## src/rtl/irq_status_pkg.sv

```systemverilog
// Package: shared widths and bit positions for the interrupt status register.
// Assumes the status byte is 8 bits with the summary bit on top.
package irq_status_pkg;
    localparam int NSRC    = 3;
    localparam int STAT_W  = 8;
    localparam int PAD_W   = STAT_W - 1 - NSRC;
    localparam int IDX_PER = 2;
    localparam int IDX_ALM = 1;
    localparam int IDX_UPD = 0;
    typedef logic [NSRC-1:0] src_vec_t;
endpackage

```

## src/rtl/irq_evt_capture.sv

```systemverilog
// Module: sticky flags with a per-source holding bit for events seen during a read.
// Assumes in_read covers every cycle from read start to read end, and rd_end marks the end cycle.
module irq_evt_capture
    import irq_status_pkg::*;
#(
    parameter int N = NSRC
) (
    input  logic         clk,
    input  logic         rst_n,
    input  logic [N-1:0] evt,
    input  logic         in_read,
    input  logic         rd_end,
    output logic [N-1:0] flags
);
    logic [N-1:0] pend;

    for (genvar i = 0; i < N; i++) begin : g_src
        // One flag and one holding bit per source: clear on read end, park during read, merge after.
        always_ff @(posedge clk) begin
            if (!rst_n) begin
                flags[i] <= 1'b0;
                pend[i]  <= 1'b0;
            end else if (rd_end) begin
                flags[i] <= 1'b0;
                pend[i]  <= pend[i] | evt[i];
            end else if (in_read) begin
                pend[i]  <= pend[i] | evt[i];
            end else begin
                flags[i] <= flags[i] | pend[i] | evt[i];
                pend[i]  <= 1'b0;
            end
        end
    end
endmodule

```

## src/rtl/irq_rd_track.sv

```systemverilog
// Module: tracks the read strobe, snapshots the status byte at read start and
// presents the snapshot for the rest of the read. Assumes rd_n is synchronous to clk.
module irq_rd_track
    import irq_status_pkg::*;
#(
    parameter int W = STAT_W
) (
    input  logic         clk,
    input  logic         rst_n,
    input  logic         rd_n,
    input  logic [W-1:0] live,
    output logic         in_read,
    output logic         rd_end,
    output logic [W-1:0] stat_q
);
    logic         rd_now;
    logic         rd_d;
    logic         rd_start;
    logic [W-1:0] snap;

    assign rd_now   = ~rd_n;
    assign rd_start = rd_now & ~rd_d;
    assign rd_end   = ~rd_now & rd_d;
    assign in_read  = rd_now | rd_d;

    // Remember the strobe level of the previous cycle.
    always_ff @(posedge clk) begin
        if (!rst_n) rd_d <= 1'b0;
        else        rd_d <= rd_now;
    end

    // Capture the live status byte on the first cycle of a read.
    always_ff @(posedge clk) begin
        if (!rst_n)        snap <= '0;
        else if (rd_start) snap <= live;
    end

    // Show the snapshot while a read is open, the live byte otherwise.
    always_comb begin
        stat_q = rd_d ? snap : live;
    end
endmodule

```

## src/rtl/irq_gate.sv

```systemverilog
// Module: holds the three enables and forms the summary request.
// Assumes flags come from registers, so the summary has a single AND-OR level.
module irq_gate
    import irq_status_pkg::*;
#(
    parameter int N = NSRC
) (
    input  logic         clk,
    input  logic         rst_n,
    input  logic         wr,
    input  logic [N-1:0] wdata,
    input  logic [N-1:0] flags,
    output logic         irqf
);
    logic [N-1:0] en;

    // Enable register, cleared by reset, loaded by a write.
    always_ff @(posedge clk) begin
        if (!rst_n)  en <= '0;
        else if (wr) en <= wdata;
    end

    // Summary: any flag whose enable is set.
    always_comb begin
        irqf = |(flags & en);
    end
endmodule

```

## src/rtl/irq_status_reg.sv

```systemverilog
// Module: top of the clear-on-read interrupt status register.
// Assumes single-cycle event pulses and a level read strobe synchronous to clk.
module irq_status_reg
    import irq_status_pkg::*;
(
    input  logic             clk,
    input  logic             rst_n,
    input  logic             evt_periodic,
    input  logic             evt_alarm,
    input  logic             evt_update,
    input  logic             ctl_wr,
    input  logic [NSRC-1:0]  ctl_wdata,
    input  logic             stat_rd_n,
    output logic [STAT_W-1:0] stat_q,
    output logic             irq_oe,
    output logic             irq_o
);
    src_vec_t          evt;
    src_vec_t          flags;
    logic              irqf;
    logic              in_read;
    logic              rd_end;
    logic [STAT_W-1:0] live;

    // Gather the event pulses into one vector by source index.
    always_comb begin
        evt          = '0;
        evt[IDX_PER] = evt_periodic;
        evt[IDX_ALM] = evt_alarm;
        evt[IDX_UPD] = evt_update;
    end

    irq_evt_capture #(.N(NSRC)) u_cap (
        .clk(clk), .rst_n(rst_n), .evt(evt),
        .in_read(in_read), .rd_end(rd_end), .flags(flags)
    );

    irq_gate #(.N(NSRC)) u_gate (
        .clk(clk), .rst_n(rst_n), .wr(ctl_wr), .wdata(ctl_wdata),
        .flags(flags), .irqf(irqf)
    );

    // Live status byte: summary, flags, zero padding.
    assign live = {irqf, flags, {PAD_W{1'b0}}};

    irq_rd_track #(.W(STAT_W)) u_rd (
        .clk(clk), .rst_n(rst_n), .rd_n(stat_rd_n), .live(live),
        .in_read(in_read), .rd_end(rd_end), .stat_q(stat_q)
    );

    // Open-drain line: drive zero whenever the summary is set.
    assign irq_oe = irqf;
    assign irq_o  = 1'b0;
endmodule

```

## config.mk

```make
export PLATFORM = sky130hd
export DESIGN_NAME = irq_status_reg
export DESIGN_NICKNAME = d
export VERILOG_FILES = /design/src/rtl/irq_status_pkg.sv /design/src/rtl/irq_evt_capture.sv /design/src/rtl/irq_rd_track.sv /design/src/rtl/irq_gate.sv /design/src/rtl/irq_status_reg.sv
export SDC_FILE = /design/constraint.sdc
export NUM_CORES = 1
export LEC_CHECK = 0
export CORE_MARGIN = 2
export CORE_UTILIZATION = 30
export DETAILED_ROUTE_END_ITERATION = 6
export PLACE_DENSITY = 0.66
export SLEW_MARGIN = 0
export SYNTH_ARGS = -nofsm -noshare
export SYNTH_HDL_FRONTEND = slang
export SYNTH_SLANG_ARGS = --single-unit
```

## constraint.sdc

```tcl
create_clock -name clk -period 1.1 [get_ports clk]
set_clock_uncertainty 0.1 [all_clocks]
set_input_delay 0.165 -clock clk [delete_from_list [all_inputs] [get_ports clk]]
set_output_delay 0.165 -clock clk [all_outputs]
set_load 0.05 [all_outputs]
```

# Word level (Yosys, flattened, before mapping)

Index checks and enable logic that the tools add are counted.

Flip-flop bits (word level): 14

Muxes and demuxes: 7
Bitwise operators: 16
Reduce and logical (&&, ||, !) cells: 2

Operators with widths:

| cell            | count |
|---|---|
| $or 1x1->1      | 10 |
| $mux 8          | 1 |
| $mux 1          | 6 |
| $and 3x3->3     | 1 |
| $not 1->1       | 3 |
| $reduce_or 3->1 | 1 |
| $and 1x1->1     | 2 |
| $reduce_or 2->1 | 1 |

# Longest topological paths before layout

Depth in word-level cells: 4
Gate-level depth with buffers: 3
Gate-level depth less buffers: 2

# Modules after synthesis

A second synthesis with hierarchy kept.

Cell total of the unflattened synthesis: 87
Area, all modules: 803.3 um^2

By module, submodules not included:

| module          | instances | cells an instance | area an instance (um^2) | seq. area each (um^2) |
|---|---|---|---|---|
| irq_rd_track    | 1         | 51                | 466.7                   | 180.2 |
| irq_evt_capture | 1         | 23                | 202.7                   | 120.1 |
| irq_gate        | 1         | 11                | 122.6                   | 60.1 |
| irq_status_reg  | 1         | 2                 | 11.3                    | 0.0 |

# Worst setup path after synthesis

No wires, ideal clock.

Path kind: register -> output
From: register u_rd.rd_d
To: output port stat_q[4]
Data arrival time: 1.598 ns
Data required time: 0.835 ns
Setup slack: -0.763 ns
Cell stages (with the launch flop): 3
Buffers on the path: 1
Cells stage by stage: dfxtp_1 buf_4 o21ai_0

Cells in the longest elaborated chain, start to end: 1

RTL lines:

| element                | line                 | RTL |
|---|---|---|
| from (decl)            | irq_rd_track.sv:17   | `logic rd_d;` |
| from (signal assigned) | irq_rd_track.sv:29   | `else rd_d <= rd_now;` |
| $mux 8                 | irq_rd_track.sv:40   | `stat_q = rd_d ? snap : live;` |
| to (decl)              | irq_status_reg.sv:14 | `output logic [STAT_W-1:0] stat_q,` |

Every way passes these cells.

# Worst setup path in the final report

From: register u_cap.flags[2]
To: output port stat_q[7]

Cells in the longest elaborated chain, start to end: 3

RTL lines:

| element                           | line                  | RTL |
|---|---|---|
| from (decl)                       | irq_evt_capture.sv:13 | `output logic [N-1:0] flags` |
| from (signal, indexed assignment) | irq_evt_capture.sv:29 | `flags[i] <= flags[i] \| pend[i] \| evt[i];` |
| $and 3x3->3                       | irq_gate.sv:25        | `irqf = \|(flags & en);` |
| $reduce_or 3->1                   | irq_gate.sv:25        |  |
| $mux 8                            | irq_rd_track.sv:40    |  |

Every way passes these cells.

==> reports/metrics.csv <==
stage,metric,value,unit
sta,setup_slack,-0.492,ns
status,violations,setup timing,
pwr,powerDensity,1230,nW/µm²
drt,ant_nets,0,
finish,fin_cells,120,
clocking,insertion_delay,0.27,ns
global_routing,grt_pass1_wl,1990,µm
sta,min_period,1.59,ns
finish,syn_to_final_growth,55.9,%
setup_path,r2r_start,u_cap.flags[2],
clocking,cts_tree,done,
pwr,ir_worst_vdd,0.000733,V
drt,via_per_inst,4.47,
hold_path,hp-class,input port to flop,
hold_path,min-delay-start,stat_rd_n,
floorplan,die_area,2380,µm²
sta,rsz0062_at_grt,yes,
pwr,p_int,0.816,mW
floorplan,ios,20,
global_routing,grt_max_degree,12,
pwr,p_clk_frac,0.241,
clocking,cts.clk_slew.worst_paths,0.07,ns
global_routing,grt_pass1_vias,508,
drt,dr_total_vias,536,
clocking,cts_buffer_depth,2,
setup_path,cp_slowest_cell,dfxtp_2,
pwr,p_leak,0.396,nW
finish,final_nets,105,
logic_synthesis,avgSynthCellArea,8.60,µm²
pwr,combPwrFrac,0.277,
setup_path,reg2reg_depth,4,
setup_path,r2r-end,u_rd.snap[7],
sta,setup_viol,9,
placement,hpwl,937,µm
global_routing,gr-total-overflow,0,
global_routing,antenna_found_initial,0,
drt,drt_iter0_drc,4,
setup_path,crit_type,flop to output pin,
floorplan,placement_rows,16,
floorplan,die_y,48.8,µm
logic_synthesis,synth_area,602,µm²
placement,place_inst,116,
setup_path,crit_required,0.83,ns
logic_synthesis,synth_warnings,0,
setup_path,worstPathArrival,1.33,ns
pwr,p_switching,0.343,mW
sta,min_period_over_period,1.45,
clocking,cts_sinks,14,
pwr,sequentialPowerShare,0.482,
sta,timing.hold.ws,0.159,ns
global_routing,grtUsageTotal,0.112,
setup_path,crit_path_end_kind,output pin,
setup_path,cp_num_cells,4,
logic_synthesis,ys_seq_area_frac,0.466,
clocking,cts_max_level,1,
hold_path,hold_end,u_cap.flags[0],
finish,fin_util,0.488,
setup_path,cp_top_family,buffers and inverters,
setup_path,crit_chain,a222oi_1 -> buf_4 -> mux2i_4 -> buf_12,
status,outcome,finished with violations,
finish,post_route_cells_drive_above_1_share,0.333,
logic_synthesis,synthCells,70,
finish,final_cell_mix,"10 x dfxtp_1, 9 x buf_4, 8 x nor2_1, 8 x clkdlybuf4s50_1",
clocking,cts_root_buf,clkbuf_4,
placement,place_ws,-0.300,ns
clocking,numCtsBuffers,3,
drt,routed_wl,1160,µm
setup_path,crit_buf_inv,2,
floorplan,initial_core_util,0.313,
setup_path,startpoint_type,flop,
sta,maxSlewViolCount,0,
setup_path,regToRegSetupSlack,-0.10,ns
logic_synthesis,post_synth_num_cell_types,18,
setup_path,critPathMaxStageDelay,0.32,ns
placement,gp_congestion,0.763,
drt,wl_per_cell,9.64,µm
logic_synthesis,ys_seq_elements,14,
floorplan,core,1920,µm²
floorplan,die_w,48.8,µm
placement,port_buffers,14,
job,max_cap_viol_count,0,
drt,drt-pass1-iter-count,4,
setup_path,cp_max_fo,3,
finish,num_antenna_cells,0,
sta,hold_viol,0,
finish,mostFrequentLayoutCell,dfxtp_1,
hold_path,whs_path_depth,3,
pwr,p_sw_frac,0.296,
finish,fillerInstances,198,
sta,clock.fmax,628,MHz
drt,drcViolationCount,0,
per-stage QoR:
step           area, µm²  power [mW]  TNS (ns)
4_1_cts              922        1.17     -2.14
2_1_floorplan        659       0.759    -0.909
3_3_place_gp         881       0.874     -3.27
6_report             938        1.16     -2.10
5_1_grt              938        1.23     -2.75
3_5_place_dp         881       0.878     -3.64
flip-flops by register name (all words and copies together), names as in the netlist:
| name | flops |
|---|---|
| u_cap.flags | 3 |
| u_gate.en | 3 |
| u_cap.pend | 3 |
| u_rd.rd_d | 1 |
| u_rd.snap | 4 |
how the worst max path moves through the flow:
stage / start / endpoint / slack (ns)
3_5_place_dp: stat_rd_n / u_cap.pend[1] / -0.30
3_3_place_gp: stat_rd_n / u_cap.flags[2] / -0.26
6_report: u_cap.flags[2] / stat_q[7] / -0.49
5_1_grt: u_cap.flags[2] / stat_q[7] / -0.62
2_1_floorplan: u_gate.en[2] / stat_q[7] / -0.32
4_1_cts: u_gate.en[2] / stat_q[7] / -0.52
power groups by stage:
stage	sequential [mW]	combinational, mW	clock (mW)
2_1_floorplan	0.563	0.196	0
3_3_place_gp	0.568	0.306	0
3_5_place_dp	0.569	0.310	0
4_1_cts	0.558	0.317	0.294
5_1_grt	0.563	0.341	0.321
6_report	0.558	0.321	0.279
cells in the mapped netlist, drive strengths merged:
cell,count,area share
a211oi,1,0.012
a21bo,1,0.017
a21oi,6,0.050
a222oi,1,0.017
buf,7,0.083
clkbuf,1,0.0062
conb,1,0.0062
dfxtp,14,0.47
inv,6,0.037
mux2i,4,0.067
nand2,3,0.019
nor2,8,0.050
nor2b,1,0.010
nor3,3,0.025
o21ai,9,0.075
o21ba,1,0.017
or3b,3,0.044
cell type report:
| class | instances | area (µm²) | area share |
|---|---|---|---|
| inverters | 6 | 25.0 | 0.0267 |
| clock buffers | 3 | 22.5 | 0.0240 |
| multi-input cells | 46 | 307 | 0.327 |
| repair buffers | 24 | 263 | 0.280 |
| well taps | 27 | 33.8 | 0.0360 |
| flip-flops and latches | 14 | 288 | 0.307 |
worst register-to-register path: stages, from the launching register on:
cell,delay (ns)
dfxtp_2,0.32
a222oi_1,0.32
buf_4,0.19
buf_4,0.10
a211oi_2,0.04
what timing repair did:
action,4_1_cts,5_1_grt
pin swaps,0,1
gates resized for setup,9,3
buffers inserted,0,1
setup endpoints to repair,15,14
hold buffers,0,0
layer usage:
metal | share of wire | global-route usage | wire (µm)
met2 | 0.53 | 0.212 | 618
met5 | 0 | 0 | 0
met4 | 0.026 | 0.0714 | 30
met1 | 0.39 | 0.104 | 450
met3 | 0.050 | 0.0307 | 58
cell families (layout without fill, tap and decap cells):
family,count (synthesis),after routing,share of synthesized area
compound gates,19,19,0.187
buf+inv,14,33,0.127
flops,14,14,0.466
mux,4,4,0.0665
other cells,1,5,0.00623
simple gates,18,18,0.148
(Power assumes the default switching activity.)
